**src/rtl/virq_maint_pkg.sv**
```systemverilog
package virq_maint_pkg;

    localparam int WORD_W   = 64;
    localparam int CNT_W    = 5;
    localparam int CNT_LSB  = 27;
    localparam int CNT_MSB  = CNT_LSB + CNT_W - 1;
    localparam int LPI_BASE = 8192;

    // bit positions software relies on
    localparam int B_EN      = 0;
    localparam int B_UNDER   = 1;
    localparam int B_MISSING = 2;
    localparam int B_NOPEND  = 3;
    localparam int B_G0ON    = 4;
    localparam int B_G0OFF   = 5;
    localparam int B_G1ON    = 6;
    localparam int B_G1OFF   = 7;
    localparam int B_SGIX    = 8;
    localparam int B_STORE_L = 10;
    localparam int B_STORE_H = 15;
    localparam int STORE_W   = B_STORE_H - B_STORE_L + 1;

    typedef struct packed {
        logic [STORE_W-1:0] stored;   // trap / mask settings, kept only
        logic               sgi_excl;
        logic               g1_off;
        logic               g1_on;
        logic               g0_off;
        logic               g0_on;
        logic               no_pend;
        logic               missing;
        logic               under;
        logic               en;
    } ctl_t;

    function automatic ctl_t word_to_ctl(input logic [WORD_W-1:0] w);
        ctl_t c;
        c.stored   = w[B_STORE_H:B_STORE_L];
        c.sgi_excl = w[B_SGIX];
        c.g1_off   = w[B_G1OFF];
        c.g1_on    = w[B_G1ON];
        c.g0_off   = w[B_G0OFF];
        c.g0_on    = w[B_G0ON];
        c.no_pend  = w[B_NOPEND];
        c.missing  = w[B_MISSING];
        c.under    = w[B_UNDER];
        c.en       = w[B_EN];
        return c;
    endfunction

    function automatic logic [WORD_W-1:0] ctl_to_word(input ctl_t c,
                                                      input logic [CNT_W-1:0] cnt);
        logic [WORD_W-1:0] w;
        w = '0;
        w[CNT_MSB:CNT_LSB]     = cnt;
        w[B_STORE_H:B_STORE_L] = c.stored;
        w[B_SGIX]    = c.sgi_excl;
        w[B_G1OFF]   = c.g1_off;
        w[B_G1ON]    = c.g1_on;
        w[B_G0OFF]   = c.g0_off;
        w[B_G0ON]    = c.g0_on;
        w[B_NOPEND]  = c.no_pend;
        w[B_MISSING] = c.missing;
        w[B_UNDER]   = c.under;
        w[B_EN]      = c.en;
        return w;
    endfunction

    // a strobe counts when its mode matches, the ID is below the LPI range,
    // no list register matched and the SGI exclusion does not apply
    function automatic logic deact_counts(input logic        strobe,
                                          input logic        mode,
                                          input logic        want_mode,
                                          input logic [31:0] id,
                                          input logic        hit,
                                          input logic        is_sgi,
                                          input logic        excl);
        return strobe && (mode == want_mode) && (id < 32'(LPI_BASE))
               && !hit && !(excl && is_sgi);
    endfunction

endpackage

```
**src/rtl/virq_ctl_reg.sv**
```systemverilog
module virq_ctl_reg
    import virq_maint_pkg::*;
(
    input  logic              clk,
    input  logic              rst,
    input  logic              sw_wr_en,
    input  logic [WORD_W-1:0] sw_wr_data,
    output ctl_t              ctl
);
    always_ff @(posedge clk) begin
        if (rst)           ctl <= '0;
        else if (sw_wr_en) ctl <= word_to_ctl(sw_wr_data);
    end

    assert_rst_clear_R2: assert property (@(posedge clk) rst |=> ctl == '0);
endmodule

```
**src/rtl/virq_deact_counter.sv**
```systemverilog
module virq_deact_counter
    import virq_maint_pkg::*;
#(
    parameter int ID_W = 16
) (
    input  logic             clk,
    input  logic             rst,
    input  logic             sgi_excl,
    input  logic             sw_wr_en,
    input  logic [CNT_W-1:0] sw_cnt,
    input  logic             eoi_wr,
    input  logic [ID_W-1:0]  eoi_id,
    input  logic             eoi_mode,
    input  logic             eoi_lr_hit,
    input  logic             eoi_is_sgi,
    input  logic             dir_wr,
    input  logic [ID_W-1:0]  dir_id,
    input  logic             dir_mode,
    input  logic             dir_lr_hit,
    input  logic             dir_is_sgi,
    output logic [CNT_W-1:0] cnt
);
    logic eoi_q, dir_q;
    logic [CNT_W-1:0] step;

    always_comb begin
        eoi_q = deact_counts(eoi_wr, eoi_mode, 1'b0, 32'(eoi_id), eoi_lr_hit,
                             eoi_is_sgi, sgi_excl);
        dir_q = deact_counts(dir_wr, dir_mode, 1'b1, 32'(dir_id), dir_lr_hit,
                             dir_is_sgi, sgi_excl);
        step  = CNT_W'(eoi_q) + CNT_W'(dir_q);
    end

    always_ff @(posedge clk) begin
        if (rst)           cnt <= '0;
        else if (sw_wr_en) cnt <= sw_cnt;
        else               cnt <= cnt + step;   // wraps modulo 2**CNT_W
    end

    assert_hold_R3: assert property (@(posedge clk) disable iff (rst)
        (!sw_wr_en && !eoi_q && !dir_q) |=> cnt == $past(cnt));
    assert_wrap_step_R6: assert property (@(posedge clk) disable iff (rst)
        (!sw_wr_en && (eoi_q != dir_q)) |=> cnt == CNT_W'($past(cnt) + 1'b1));
    assert_sgi_skip_R5: assert property (@(posedge clk) disable iff (rst)
        (sgi_excl && eoi_wr && eoi_is_sgi && !dir_wr && !sw_wr_en)
        |=> cnt == $past(cnt));
    assert_load_wins_R7: assert property (@(posedge clk) disable iff (rst)
        sw_wr_en |=> cnt == $past(sw_cnt));
endmodule

```
**src/rtl/virq_lr_summary.sv**
```systemverilog
module virq_lr_summary #(
    parameter int NUM_LR = 4
) (
    input  logic [NUM_LR-1:0]   lr_valid,
    input  logic [2*NUM_LR-1:0] lr_state,
    output logic                few_valid,
    output logic                none_pending
);
    localparam int VC_W = $clog2(NUM_LR + 1);

    logic [NUM_LR-1:0] pend;
    logic [VC_W-1:0]   vcount;

    for (genvar i = 0; i < NUM_LR; i++) begin : g_entry
        assign pend[i] = (lr_state[2*i+1:2*i] == 2'b01);
    end

    always_comb begin
        vcount = '0;
        for (int i = 0; i < NUM_LR; i++) vcount = vcount + VC_W'(lr_valid[i]);
        few_valid    = (vcount <= VC_W'(1));
        none_pending = ~|pend;
    end
endmodule

```
**src/rtl/virq_maint_gen.sv**
```systemverilog
module virq_maint_gen
    import virq_maint_pkg::*;
#(
    parameter int NUM_LR = 4,
    parameter int ID_W   = 16
) (
    input  logic                clk,
    input  logic                rst,
    input  logic                sw_wr_en,
    input  logic [WORD_W-1:0]   sw_wr_data,
    output logic [WORD_W-1:0]   sw_rd_data,
    input  logic [NUM_LR-1:0]   lr_valid,
    input  logic [2*NUM_LR-1:0] lr_state,
    input  logic                vgrp0_en,
    input  logic                vgrp1_en,
    input  logic                eoi_wr,
    input  logic [ID_W-1:0]     eoi_id,
    input  logic                eoi_mode,
    input  logic                eoi_lr_hit,
    input  logic                eoi_is_sgi,
    input  logic                dir_wr,
    input  logic [ID_W-1:0]     dir_id,
    input  logic                dir_mode,
    input  logic                dir_lr_hit,
    input  logic                dir_is_sgi,
    output logic                maint_irq
);
    ctl_t             ctl;
    logic [CNT_W-1:0] cnt;
    logic             few_valid, none_pending;
    logic [6:0]       cond;
    logic             unused_wr_bits;

    assign unused_wr_bits = ^{sw_wr_data[WORD_W-1:CNT_MSB+1],
                              sw_wr_data[CNT_LSB-1:B_STORE_H+1],
                              sw_wr_data[B_STORE_L-1]};

    virq_ctl_reg u_ctl (
        .clk(clk), .rst(rst), .sw_wr_en(sw_wr_en), .sw_wr_data(sw_wr_data), .ctl(ctl)
    );

    virq_deact_counter #(.ID_W(ID_W)) u_cnt (
        .clk(clk), .rst(rst), .sgi_excl(ctl.sgi_excl),
        .sw_wr_en(sw_wr_en), .sw_cnt(sw_wr_data[CNT_MSB:CNT_LSB]),
        .eoi_wr(eoi_wr), .eoi_id(eoi_id), .eoi_mode(eoi_mode),
        .eoi_lr_hit(eoi_lr_hit), .eoi_is_sgi(eoi_is_sgi),
        .dir_wr(dir_wr), .dir_id(dir_id), .dir_mode(dir_mode),
        .dir_lr_hit(dir_lr_hit), .dir_is_sgi(dir_is_sgi),
        .cnt(cnt)
    );

    virq_lr_summary #(.NUM_LR(NUM_LR)) u_lrs (
        .lr_valid(lr_valid), .lr_state(lr_state),
        .few_valid(few_valid), .none_pending(none_pending)
    );

    assign sw_rd_data = ctl_to_word(ctl, cnt);

    always_comb begin
        cond[0] = ctl.under   && few_valid;
        cond[1] = ctl.no_pend && none_pending;
        cond[2] = ctl.missing && (cnt != '0);
        cond[3] = ctl.g0_on   &&  vgrp0_en;
        cond[4] = ctl.g0_off  && !vgrp0_en;
        cond[5] = ctl.g1_on   &&  vgrp1_en;
        cond[6] = ctl.g1_off  && !vgrp1_en;
    end

    always_ff @(posedge clk) begin
        if (rst) maint_irq <= 1'b0;
        else     maint_irq <= ctl.en && (|cond);
    end

    assert_rsvd_zero_R1: assert property (@(posedge clk) disable iff (rst)
        sw_rd_data[WORD_W-1:CNT_MSB+1] == '0 && sw_rd_data[CNT_LSB-1:B_STORE_H+1] == '0
        && sw_rd_data[B_STORE_L-1] == 1'b0);
    assert_irq_rst_R2: assert property (@(posedge clk) rst |=> !maint_irq);
    assert_under_R8: assert property (@(posedge clk) disable iff (rst)
        (ctl.en && ctl.under && $countones(lr_valid) <= 1) |=> maint_irq);
    assert_nopend_R9: assert property (@(posedge clk) disable iff (rst)
        (ctl.en && ctl.no_pend && none_pending) |=> maint_irq);
    assert_missing_R10: assert property (@(posedge clk) disable iff (rst)
        (ctl.en && ctl.missing && cnt != '0) |=> maint_irq);
    assert_gate_R12: assert property (@(posedge clk) disable iff (rst)
        !ctl.en |=> !maint_irq);
endmodule

```
**config.mk**
```make
export PLATFORM = sky130hd
export DESIGN_NAME = virq_maint_gen
export DESIGN_NICKNAME = d
export VERILOG_FILES = /design/src/rtl/virq_maint_pkg.sv /design/src/rtl/virq_ctl_reg.sv /design/src/rtl/virq_deact_counter.sv /design/src/rtl/virq_lr_summary.sv /design/src/rtl/virq_maint_gen.sv
export SDC_FILE = /design/constraint.sdc
export NUM_CORES = 1
export LEC_CHECK = 0
export BUFFER_PORTS_ARGS = -buffer_cell sky130_fd_sc_hd__buf_2
export CAP_MARGIN = 10
export CORE_AREA = 2 2 73 75
export CTS_CLUSTER_DIAMETER = 30
export DETAILED_ROUTE_END_ITERATION = 6
export DIE_AREA = 0 0 75 77
export PLACE_DENSITY_LB_ADDON = 0.1
export SYNTH_ARGS = -nofsm -noshare
export SYNTH_HDL_FRONTEND = slang
export SYNTH_SLANG_ARGS = --single-unit
```
**constraint.sdc**
```tcl
create_clock -name clk -period 3.85 [get_ports clk]
set_clock_uncertainty 0.1 [all_clocks]
set_input_delay 0.77 -clock clk [delete_from_list [all_inputs] [get_ports clk]]
set_output_delay 0.77 -clock clk [all_outputs]
set_load 0.03 [all_outputs]
```
==> results.sh, run 1 <==
export IMPL_root_buffer="clkbuf_8"
export IMPL_crit_arrival_ps=3030
export IMPL_cts_setup_buffers=0
export IMPL_htreeDepth=1
export IMPL_cp_depth=11
export IMPL_worst_slack_ps=857.3
export IMPL_cts_tree="yes"
export IMPL_p_clk_share_pct=25.8
export IMPL_timing_slew_headroom_pct=57.40
export IMPL_cp_top_family="simple AND/OR/NAND/NOR gates"
export IMPL_status="finished clean"
export IMPL_fp_dieH_um=77
export IMPL_path_class="input pin to flip-flop"
export IMPL_syn_area_sq_um=1395
export IMPL_hold_start="u_ctl.ctl[0]"
export IMPL_track_usage_pct=10.06
export IMPL_crit_path_end="u_cnt.cnt[4]"
export IMPL_cap_violations=0
export IMPL_period_share_pct=77.73
export IMPL_ys_warn_count=0
export IMPL_dp_cells=290
export IMPL_layout_drive_gt1_share_pct=33.48
export IMPL_r2r_end="u_cnt.cnt[4]"
export IMPL_ant_nets=0
export IMPL_wl_mm=2.952
export IMPL_ir_worst_vdd_uv=175.1
export IMPL_ctsHoldBuffers=0
export IMPL_hold_ws_ps=348.3
export IMPL_setup_violations=0
export IMPL_synth_edff_count=0
export IMPL_num_io_pins=186
export IMPL_cts_num_sinks=21
export IMPL_grt_pass1_wl_mm=4.464
export IMPL_pwr_share_seq_pct=43.5
export IMPL_die_area_sq_um=5775
export IMPL_place_ws_ps=556.8
export IMPL_critPathLaunchType="input pin"
export IMPL_drt_iter0_drc=12
export IMPL_crit_buf_inv=2
export IMPL_power_leakage_uw=0.0009518
export IMPL_fmax_mhz=334.1
export IMPL_grt_pass1_vias=930
export IMPL_rrSetupSlack_ps=1570
export IMPL_core_sq_um=4977
export IMPL_crit_slowest_cell="or4b_1"
export IMPL_synthTopCellsByCount="45 x buf_4, 22 x nor2_1, 21 x dfxtp_1"
export IMPL_cts_buffers=3
export IMPL_drc_errors=0
export IMPL_p_comb_share_pct=30.7
export IMPL_worstMarginPinSlew_ps=639.0
export IMPL_required_ps=3890
export IMPL_power_density_nw_per_um2=326.2
export IMPL_hold_path_class="flip-flop to flip-flop"
export IMPL_synth_cell_type_count=29
export IMPL_die_w_um=75
export IMPL_globalRoute_totalOverflow=0
export IMPL_antenna_found_initial=1
export IMPL_rows=26
export IMPL_stdcell_count=294
export IMPL_synth_top_cell_area_share_pct=30.13
export IMPL_p_switching_uw=196.9
export IMPL_reg2regPathDepth=9
export IMPL_port_buffers=71
export IMPL_reg2reg_from="u_ctl.ctl[8]"
export IMPL_drt_met1_wl_mm=1.222
export IMPL_dr_pass1_iters=4
export IMPL_cts_max_path_buffers=2
export IMPL_grt_max_degree=24
export IMPL_fin_crit_ps=2993
export IMPL_clk_pin_slew_worst_paths_ps=70
export IMPL_yosysSeqAreaShare_pct=30.13
export IMPL_avgSynthCellArea_sq_um=8.943
export IMPL_drv_slew=0
export IMPL_hold_path_depth=2
export IMPL_wl_per_cell_um=10.04
export IMPL_synth_seq_cells=21
export IMPL_hold_viol=0
export IMPL_crit_fanout=2
export IMPL_synth_largest_area_cell="dfxtp_1"
export IMPL_wl_met3_um=296
export IMPL_antenna_cells=0
export IMPL_nets=355
export IMPL_start_util_pct=28.03
export IMPL_max_stage_delay_ps=520
export IMPL_fillers=551
export IMPL_crit_top_cell="ha_1"
export IMPL_cp_cell_sequence="buf_2 > or4b_1 > a2111oi_2 > ha_1 > ha_1 > inv_1 > fa_1 > nand3b_1 > xnor2_1 > mux2i_1 > nor2_1"
export IMPL_crit_path_start="eoi_id[15]"
export IMPL_postCtsResizedCells=0
export IMPL_synth_flop_cell="dfxtp_1"
export IMPL_wl_met2_mm=1.416
export IMPL_highest_layer="met5"
export IMPL_yosys_top_cells_area="dfxtp_1 30%, buf_4 24%, mux2i_1 14%"
export IMPL_p_int_uw=352.8
export IMPL_place_congestion=0.6246
export IMPL_syn_to_final_growth_pct=20.81
export IMPL_synth_most_common_cell="buf_4"
export IMPL_vias_per_cell=3.687
export IMPL_tns_ps=0
export IMPL_clk_latency_ps=250
export IMPL_dp_final_hpwl_mm=2.440
export IMPL_synthCells=156
export IMPL_rsz0062_at_grt="no"
export IMPL_worst_setup_path_end_kind="flip-flop"
export IMPL_netSwitchingFraction_pct=35.82
export IMPL_vias=1084
export IMPL_async_flop_share_pct=0
flip-flops by register name, indices dropped and copies added (netlist names):
name / count
u_ctl.ctl: 15
u_cnt.cnt: 5
maint_irq: 1
layout by cell type (no fill, tap or decap):
cell type / instances
a311oi_1: 1
buf_2: 71
mux2i_1: 19
o21ai_0: 2
nor3b_1: 1
a21o_1: 1
fa_1: 2
clkbuf_8: 3
or4_1: 1
a21oi_1: 3
nand3_1: 1
dfxtp_1: 21
nand2_1: 2
ha_1: 7
nor2_1: 22
clkbuf_1: 1
nand2b_1: 1
a2111oi_2: 1
nand3b_1: 1
a222oi_1: 1
o21a_1: 1
a21boi_0: 1
xnor2_1: 2
or4b_1: 1
conb_1: 44
inv_1: 10
a2111oi_0: 1
a31oi_1: 1
xor2_1: 1
logic make-up after synthesis:
| kind of cell | count (synthesis) | synth area share, % |
|---|---|---|
| AOI/OAI and AO/OA | 13 | 6.906 |
| xor gates and xnor gates | 3 | 1.884 |
| adders and majority gates | 9 | 9.148 |
| buffers and inverters | 60 | 28.43 |
| DFF | 21 | 30.13 |
| muxes | 19 | 13.63 |
| other | 1 | 0.2688 |
| and+or+nand+nor | 30 | 9.597 |
layout make-up:
cell class / instances / area (sq um) / area share [%]
clock buffers: 4 / 45.04 / 2.673
inverters: 10 / 37.54 / 2.227
multi-input cells: 118 / 739.5 / 43.88
flip-flops and latches: 21 / 420.4 / 24.94
well taps: 70 / 87.58 / 5.197
repair buffers: 71 / 355.3 / 21.08
worst reg2reg max path, delay by kind of cell (launching register included):
| family | cells | cell delay, ps |
|---|---|---|
| adder cells (fa/ha/maj) | 3 | 770 |
| multiplexers | 1 | 120 |
| XOR/XNOR | 1 | 130 |
| AO/OA/AOI/OAI | 1 | 410 |
| flip-flops | 1 | 350 |
| buffers and inverters | 1 | 50 |
| AND/OR/NAND/NOR | 2 | 240 |
worst min-delay path by stage:
stage | endpoint | slack (ps)
2_1_floorplan | u_ctl.ctl[8] | 430
3_3_place_gp | maint_irq | 340
3_5_place_dp | maint_irq | 340
4_1_cts | maint_irq | 350
5_1_grt | maint_irq | 380
6_report | maint_irq | 350
power groups by stage:
stage	registers [uW]	logic, uW	clock network [uW]
after global placement	245	169	0
after global routing	242	184	165
after CTS	240	170	154
after floorplan	267	135	0
after detailed placement	244	170	0
final	239	169	142
layer usage:
layer	GRT usage [%]	vias to the layer above
met5	0	-
met4	1.071	2
met3	4.468	5
met2	15.61	56
met1	13.21	465
li1	-	556
metrics by stage:
stage | util (%) | total power (uW) | instance area [sq um]
final | 33.86 | 549.7 | 1685
after global routing | 33.86 | 591.0 | 1685
after CTS | 33.86 | 563.5 | 1685
after detailed placement | 32.96 | 414.3 | 1640
after global placement | 32.96 | 414.1 | 1640
after floorplan | - | 402.0 | 1556
(Power assumes the default switching activity.)
==> inputs of run 2 (changes only) <==
--- a/config.mk
+++ b/config.mk
@@ -7,10 +7,10 @@
 export LEC_CHECK = 0
 export BUFFER_PORTS_ARGS = -buffer_cell sky130_fd_sc_hd__buf_2
 export CAP_MARGIN = 10
-export CORE_AREA = 2 2 73 75
+export CORE_AREA = 2 2 74 76
 export CTS_CLUSTER_DIAMETER = 30
 export DETAILED_ROUTE_END_ITERATION = 6
-export DIE_AREA = 0 0 75 77
+export DIE_AREA = 0 0 76 78
 export PLACE_DENSITY_LB_ADDON = 0.1
 export SYNTH_ARGS = -nofsm -noshare
 export SYNTH_HDL_FRONTEND = slang
==> constraint.sdc (replaced) <==
create_clock -name clk -period 2.4 [get_ports clk]
set_clock_uncertainty 0.1 [all_clocks]
set_input_delay 0.48 -clock clk [delete_from_list [all_inputs] [get_ports clk]]
set_output_delay 0.48 -clock clk [all_outputs]
set_load 0.03 [all_outputs]
==> run 2 against run 1 <==
Effect of this change: the run now ends with negative setup slack left; cell count rose by 0.68%; via count fell by 1.0%; setup slack got worse by 910 ps; critical endpoint unchanged; highest routed layer is now met3.
==> results.sh, run 2 (synthesis results as in run 1) <==
export IMPL_worst_slack_ps=-51.19
export IMPL_setup_violations=1
export IMPL_port_buffers=71
export IMPL_wl_mm=2.930
export IMPL_cts_max_path_buffers=2
export IMPL_cts_tree="yes"
export IMPL_dr_pass1_iters=4
export IMPL_fin_crit_ps=2451
export IMPL_fp_dieH_um=78
export IMPL_dp_final_hpwl_mm=2.391
export IMPL_ctsHoldBuffers=0
export IMPL_p_comb_share_pct=30.5
export IMPL_hold_ws_ps=348.4
export IMPL_core_sq_um=5042
export IMPL_globalRoute_totalOverflow=0
export IMPL_ant_nets=0
export IMPL_hold_path_class="input pin to flip-flop"
export IMPL_p_int_uw=567.1
export IMPL_largest_reg_flops=15
export IMPL_wl_per_cell_um=9.899
export IMPL_top_regs="u_ctl.ctl x15, u_cnt.cnt x5, maint_irq x1"
export IMPL_drv_slew=0
export IMPL_power_density_nw_per_um2=518.4
export IMPL_clk_pin_slew_worst_paths_ps=80
export IMPL_layout_drive_gt1_share_pct=36.00
export IMPL_cts_num_sinks=21
export IMPL_top_register="u_ctl.ctl"
export IMPL_die_w_um=76
export IMPL_vias_per_cell=3.625
export IMPL_grt_pass1_wl_mm=4.485
export IMPL_crit_fanout=2
export IMPL_crit_arrival_ps=2490
export IMPL_root_buffer="clkbuf_8"
export IMPL_p_clk_share_pct=26.6
export IMPL_critPathLaunchType="input pin"
export IMPL_grt_pass1_vias=985
export IMPL_period_share_pct=102.1
export IMPL_nets=356
export IMPL_track_usage_pct=9.387
export IMPL_antenna_found_initial=1
export IMPL_tns_ps=-51.19
export IMPL_worstMarginPinSlew_ps=613.1
export IMPL_p_switching_uw=328.6
export IMPL_place_congestion=0.6575
export IMPL_pwr_share_seq_pct=42.9
export IMPL_rsz0062_at_grt="yes"
export IMPL_path_class="input pin to flip-flop"
export IMPL_status="complete, but fails checks"
export IMPL_vias=1073
export IMPL_cts_setup_buffers=0
export IMPL_required_ps=2440
export IMPL_rows=26
export IMPL_utilization_pct=34.27
export IMPL_power_leakage_uw=0.0009584
export IMPL_htreeDepth=1
export IMPL_rrSetupSlack_ps=190
export IMPL_start_util_pct=27.67
export IMPL_drc_errors=0
export IMPL_cts_buffers=3
export IMPL_hold_viol=0
export IMPL_final_cell_mix="70 x buf_2, 44 x conb_1, 22 x nor2_1"
export IMPL_final_common_cell="buf_2"
export IMPL_place_ws_ps=-386.2
export IMPL_clk_latency_ps=260
export IMPL_hold_path_depth=3
export IMPL_reg2regPathDepth=9
export IMPL_ir_worst_vdd_uv=281.3
export IMPL_drt_iter0_drc=10
export IMPL_worst_setup_path_end_kind="flip-flop"
export IMPL_cap_violations=0
export IMPL_netSwitchingFraction_pct=36.69
export IMPL_num_io_pins=186
export IMPL_timing_slew_headroom_pct=59.13
export IMPL_grt_max_degree=24
export IMPL_die_area_sq_um=5928
export IMPL_violations="negative setup slack"
export IMPL_syn_to_final_growth_pct=23.86
export IMPL_fmax_mhz=408.0
[run 2: critical path, cell delays in order]
cell and delay [ps]:
buf_6 90, or4b_4 530, a2111oi_4 190, ha_1 170
ha_2 180, inv_2 40, fa_2 330, nand3b_1 180
xnor2_1 130, mux2i_1 120, nor2_1 50
[run 2: layout make-up]
class	instances	area [sq um]
clock buffer	3	41.29
antenna	1	2.502
inverter	10	37.54
timing repair buffer	72	369.1
tap	70	87.58
multi-input combinational	118	762.0
clock inverter	1	7.507
sequential	21	420.4
fill	544	3314
[run 2: final timing paths]
kind                  start             to
min          sw_wr_data[15]  u_ctl.ctl[14]
min reg2reg    u_ctl.ctl[0]      maint_irq
max              eoi_id[15]   u_cnt.cnt[4]
max reg2reg    u_ctl.ctl[8]   u_cnt.cnt[4]
[run 2: power by group through the flow]
stage	logic [uW]	clock network [uW]	registers (uW)
6_report	273	238	384
2_1_floorplan	217	0	429
3_3_place_gp	273	0	393
5_1_grt	297	263	388
4_1_cts	275	255	385
3_5_place_dp	273	0	392
[run 2: repair_timing]
action,CTS,global route
setup endpoints to repair,1,3
endpoints found under the hold margin,0,0
pin swaps,1,1
gates resized for setup,1,1
[run 2: layer usage]
layer  global-route usage, %  wire length (um)  part of all wire (%)
met3                   4.651               320                    11
met4                   1.091                 0                     0
met2                   14.73              1293                    44
met1                   12.00              1316                    45
met5                       0                 0                     0
[run 2: stage by stage]
stage | total power [uW] | instance area [sq um] | std cells
CTS | 914.8 | 1724 | 295
finish | 895.8 | 1728 | 296
floorplan | 646.3 | 1578 | 199
detailed placement | 665.6 | 1669 | 291
global route | 946.8 | 1725 | 295
global placement | 665.9 | 1669 | 291
==> inputs of run 3 (changes only) <==
--- a/config.mk
+++ b/config.mk
@@ -7,10 +7,10 @@
 export LEC_CHECK = 0
 export BUFFER_PORTS_ARGS = -buffer_cell sky130_fd_sc_hd__buf_2
 export CAP_MARGIN = 10
-export CORE_AREA = 2 2 74 76
+export CORE_AREA = 8 8 59 111
 export CTS_CLUSTER_DIAMETER = 30
 export DETAILED_ROUTE_END_ITERATION = 6
-export DIE_AREA = 0 0 76 78
+export DIE_AREA = 0 0 67 119
 export PLACE_DENSITY_LB_ADDON = 0.1
 export SYNTH_ARGS = -nofsm -noshare
 export SYNTH_HDL_FRONTEND = slang
==> run 3 against run 2 <==
Effect of this change: the run still ends with negative setup slack left; largest power group unchanged; die area is 34% higher; sequential power barely moved; hold slack got worse by 0.99 ps; highest routed layer is now met4; wire length rose by 31%.
==> results.sh, run 3 (synthesis results as in run 1) <==
export IMPL_wl_mm=3.841
export IMPL_reg2reg_from="u_ctl.ctl[8]"
export IMPL_dp_final_hpwl_mm=3.257
export IMPL_grt_pass1_wl_mm=5.547
export IMPL_core_sq_um=5092
export IMPL_htreeDepth=1
export IMPL_path_class="input pin to flip-flop"
export IMPL_worst_slack_ps=-82.09
export IMPL_antenna_cells=0
export IMPL_largest_reg_flops=15
export IMPL_clk_pin_slew_worst_paths_ps=80
export IMPL_vias=1148
export IMPL_nets=358
export IMPL_reg2regPathDepth=10
export IMPL_hold_viol=0
export IMPL_hold_path_class="input pin to flip-flop"
export IMPL_die_area_sq_um=7973
export IMPL_cap_violations=0
export IMPL_num_io_pins=186
export IMPL_syn_to_final_growth_pct=23.86
export IMPL_drt_iter0_drc=20
export IMPL_root_buffer="clkbuf_8"
export IMPL_crit_fanout=2
export IMPL_worstMarginPinSlew_ps=628.6
export IMPL_r2r_end="u_cnt.cnt[4]"
export IMPL_cts_num_sinks=21
export IMPL_violations="negative setup slack"
export IMPL_grt_pass1_vias=1200
export IMPL_period_share_pct=103.4
export IMPL_grt_max_degree=24
export IMPL_required_ps=2440
export IMPL_max_stage_delay_ps=540
export IMPL_ant_nets=0
export IMPL_crit_path_end="u_cnt.cnt[4]"
export IMPL_vias_per_cell=4.028
export IMPL_power_density_nw_per_um2=519.0
export IMPL_ir_worst_vdd_uv=355.5
export IMPL_layout_drive_gt1_share_pct=37.00
export IMPL_fp_dieH_um=119
export IMPL_cts_tree="yes"
export IMPL_dr_pass1_iters=4
export IMPL_worst_setup_path_end_kind="flip-flop"
export IMPL_utilization_pct=33.93
export IMPL_crit_arrival_ps=2520
export IMPL_hold_ws_ps=347.4
export IMPL_top_regs="u_ctl.ctl x15, u_cnt.cnt x5, maint_irq x1"
export IMPL_power_leakage_uw=0.0009733
export IMPL_drc_errors=0
export IMPL_clk_latency_ps=260
export IMPL_cp_cell_sequence="buf_6 > or4b_4 > a2111oi_4 > ha_1 > ha_2 > inv_2 > fa_2 > nand3b_1 > xnor2_1 > mux2i_1 > nor2_1"
export IMPL_setup_violations=1
export IMPL_critPathLaunchType="input pin"
export IMPL_cts_max_path_buffers=2
export IMPL_rrSetupSlack_ps=200
export IMPL_rows=37
export IMPL_final_cell_mix="70 x buf_2, 44 x conb_1, 22 x nor2_1"
export IMPL_antenna_found_initial=0
export IMPL_power_uw=896.8
export IMPL_start_util_pct=27.40
export IMPL_globalRoute_totalOverflow=0
export IMPL_cts_buffers=3
export IMPL_top_register="u_ctl.ctl"
export IMPL_timing_slew_headroom_pct=58.09
export IMPL_die_w_um=67
export IMPL_final_common_cell="buf_2"
export IMPL_port_buffers=71
export IMPL_crit_path_start="eoi_id[15]"
export IMPL_fin_crit_ps=2482
export IMPL_place_congestion=0.6566
export IMPL_track_usage_pct=8.889
export IMPL_rsz0062_at_grt="yes"
export IMPL_crit_slowest_cell="or4b_4"
export IMPL_drv_slew=0
export IMPL_wl_per_cell_um=13.48
export IMPL_status="complete, but fails checks"
export IMPL_fmax_mhz=402.9
## run 3: routing by layer
| layer | GRT usage [%] | up-vias | wire length [um] |
|---|---|---|---|
| met2 | 18.12 | 66 | 2219 |
| met5 | 0 | - | 0 |
| met1 | 6.993 | 516 | 1096 |
| li1 | - | 562 | - |
| met3 | 2.817 | 4 | 465 |
| met4 | 3.426 | 0 | 58 |
## run 3: cell type report
class	count	area [sq um]
fill	590	3364
multi-input combinational	118	767.0
sequential	21	420.4
timing repair buffer	74	384.1
tap	58	72.57
clock buffer	3	41.29
inverter	10	37.54
clock inverter	1	5.005
## run 3: worst max-delay path, delay by kind of cell
| family | cells | cell delay (ps) |
|---|---|---|
| mux | 1 | 130 |
| compound gates | 1 | 190 |
| xor+xnor | 1 | 140 |
| fa+ha+maj | 3 | 700 |
| simple gates | 3 | 770 |
| buf+inv | 2 | 130 |
## run 3: where the power goes
group / switching [uW] / leakage, uW / internal (uW)
registers: 14.3 / 0.000173 / 369
clock network: 117 / 0.0000255 / 116
logic: 198 / 0.000774 / 82.7
## run 3: how the worst min path moves through the flow
stage              startpoint       endpoint  slack (ps)  cells after the start
2_1_floorplan    u_ctl.ctl[8]   u_ctl.ctl[8]         440                      2
3_3_place_gp     u_ctl.ctl[0]      maint_irq         350                      2
3_5_place_dp     u_ctl.ctl[0]      maint_irq         350                      2
4_1_cts        sw_wr_data[29]   u_cnt.cnt[2]         340                      3
5_1_grt        sw_wr_data[11]  u_ctl.ctl[10]         350                      3
6_report       sw_wr_data[29]   u_cnt.cnt[2]         350                      3
## run 3: metrics by stage
stage               setup TNS (ps)  cells  instance area [sq um]  setup WS (ps)
CTS                         -86.10    285                   1722         -86.10
global placement             -1089    281                   1669         -382.9
finish                      -82.09    285                   1728         -82.09
global route                -295.9    285                   1728         -159.9
detailed placement           -1072    281                   1669         -391.9
floorplan                   -338.6    199                   1578         -205.3
## run 3: what timing repair did
item | 4_1_cts | 5_1_grt
pin swaps | 1 | 1
gates resized for setup | 1 | 2
hold buffers | 0 | 0
endpoints found under the setup margin | 2 | 3
buffers inserted | 0 | 0
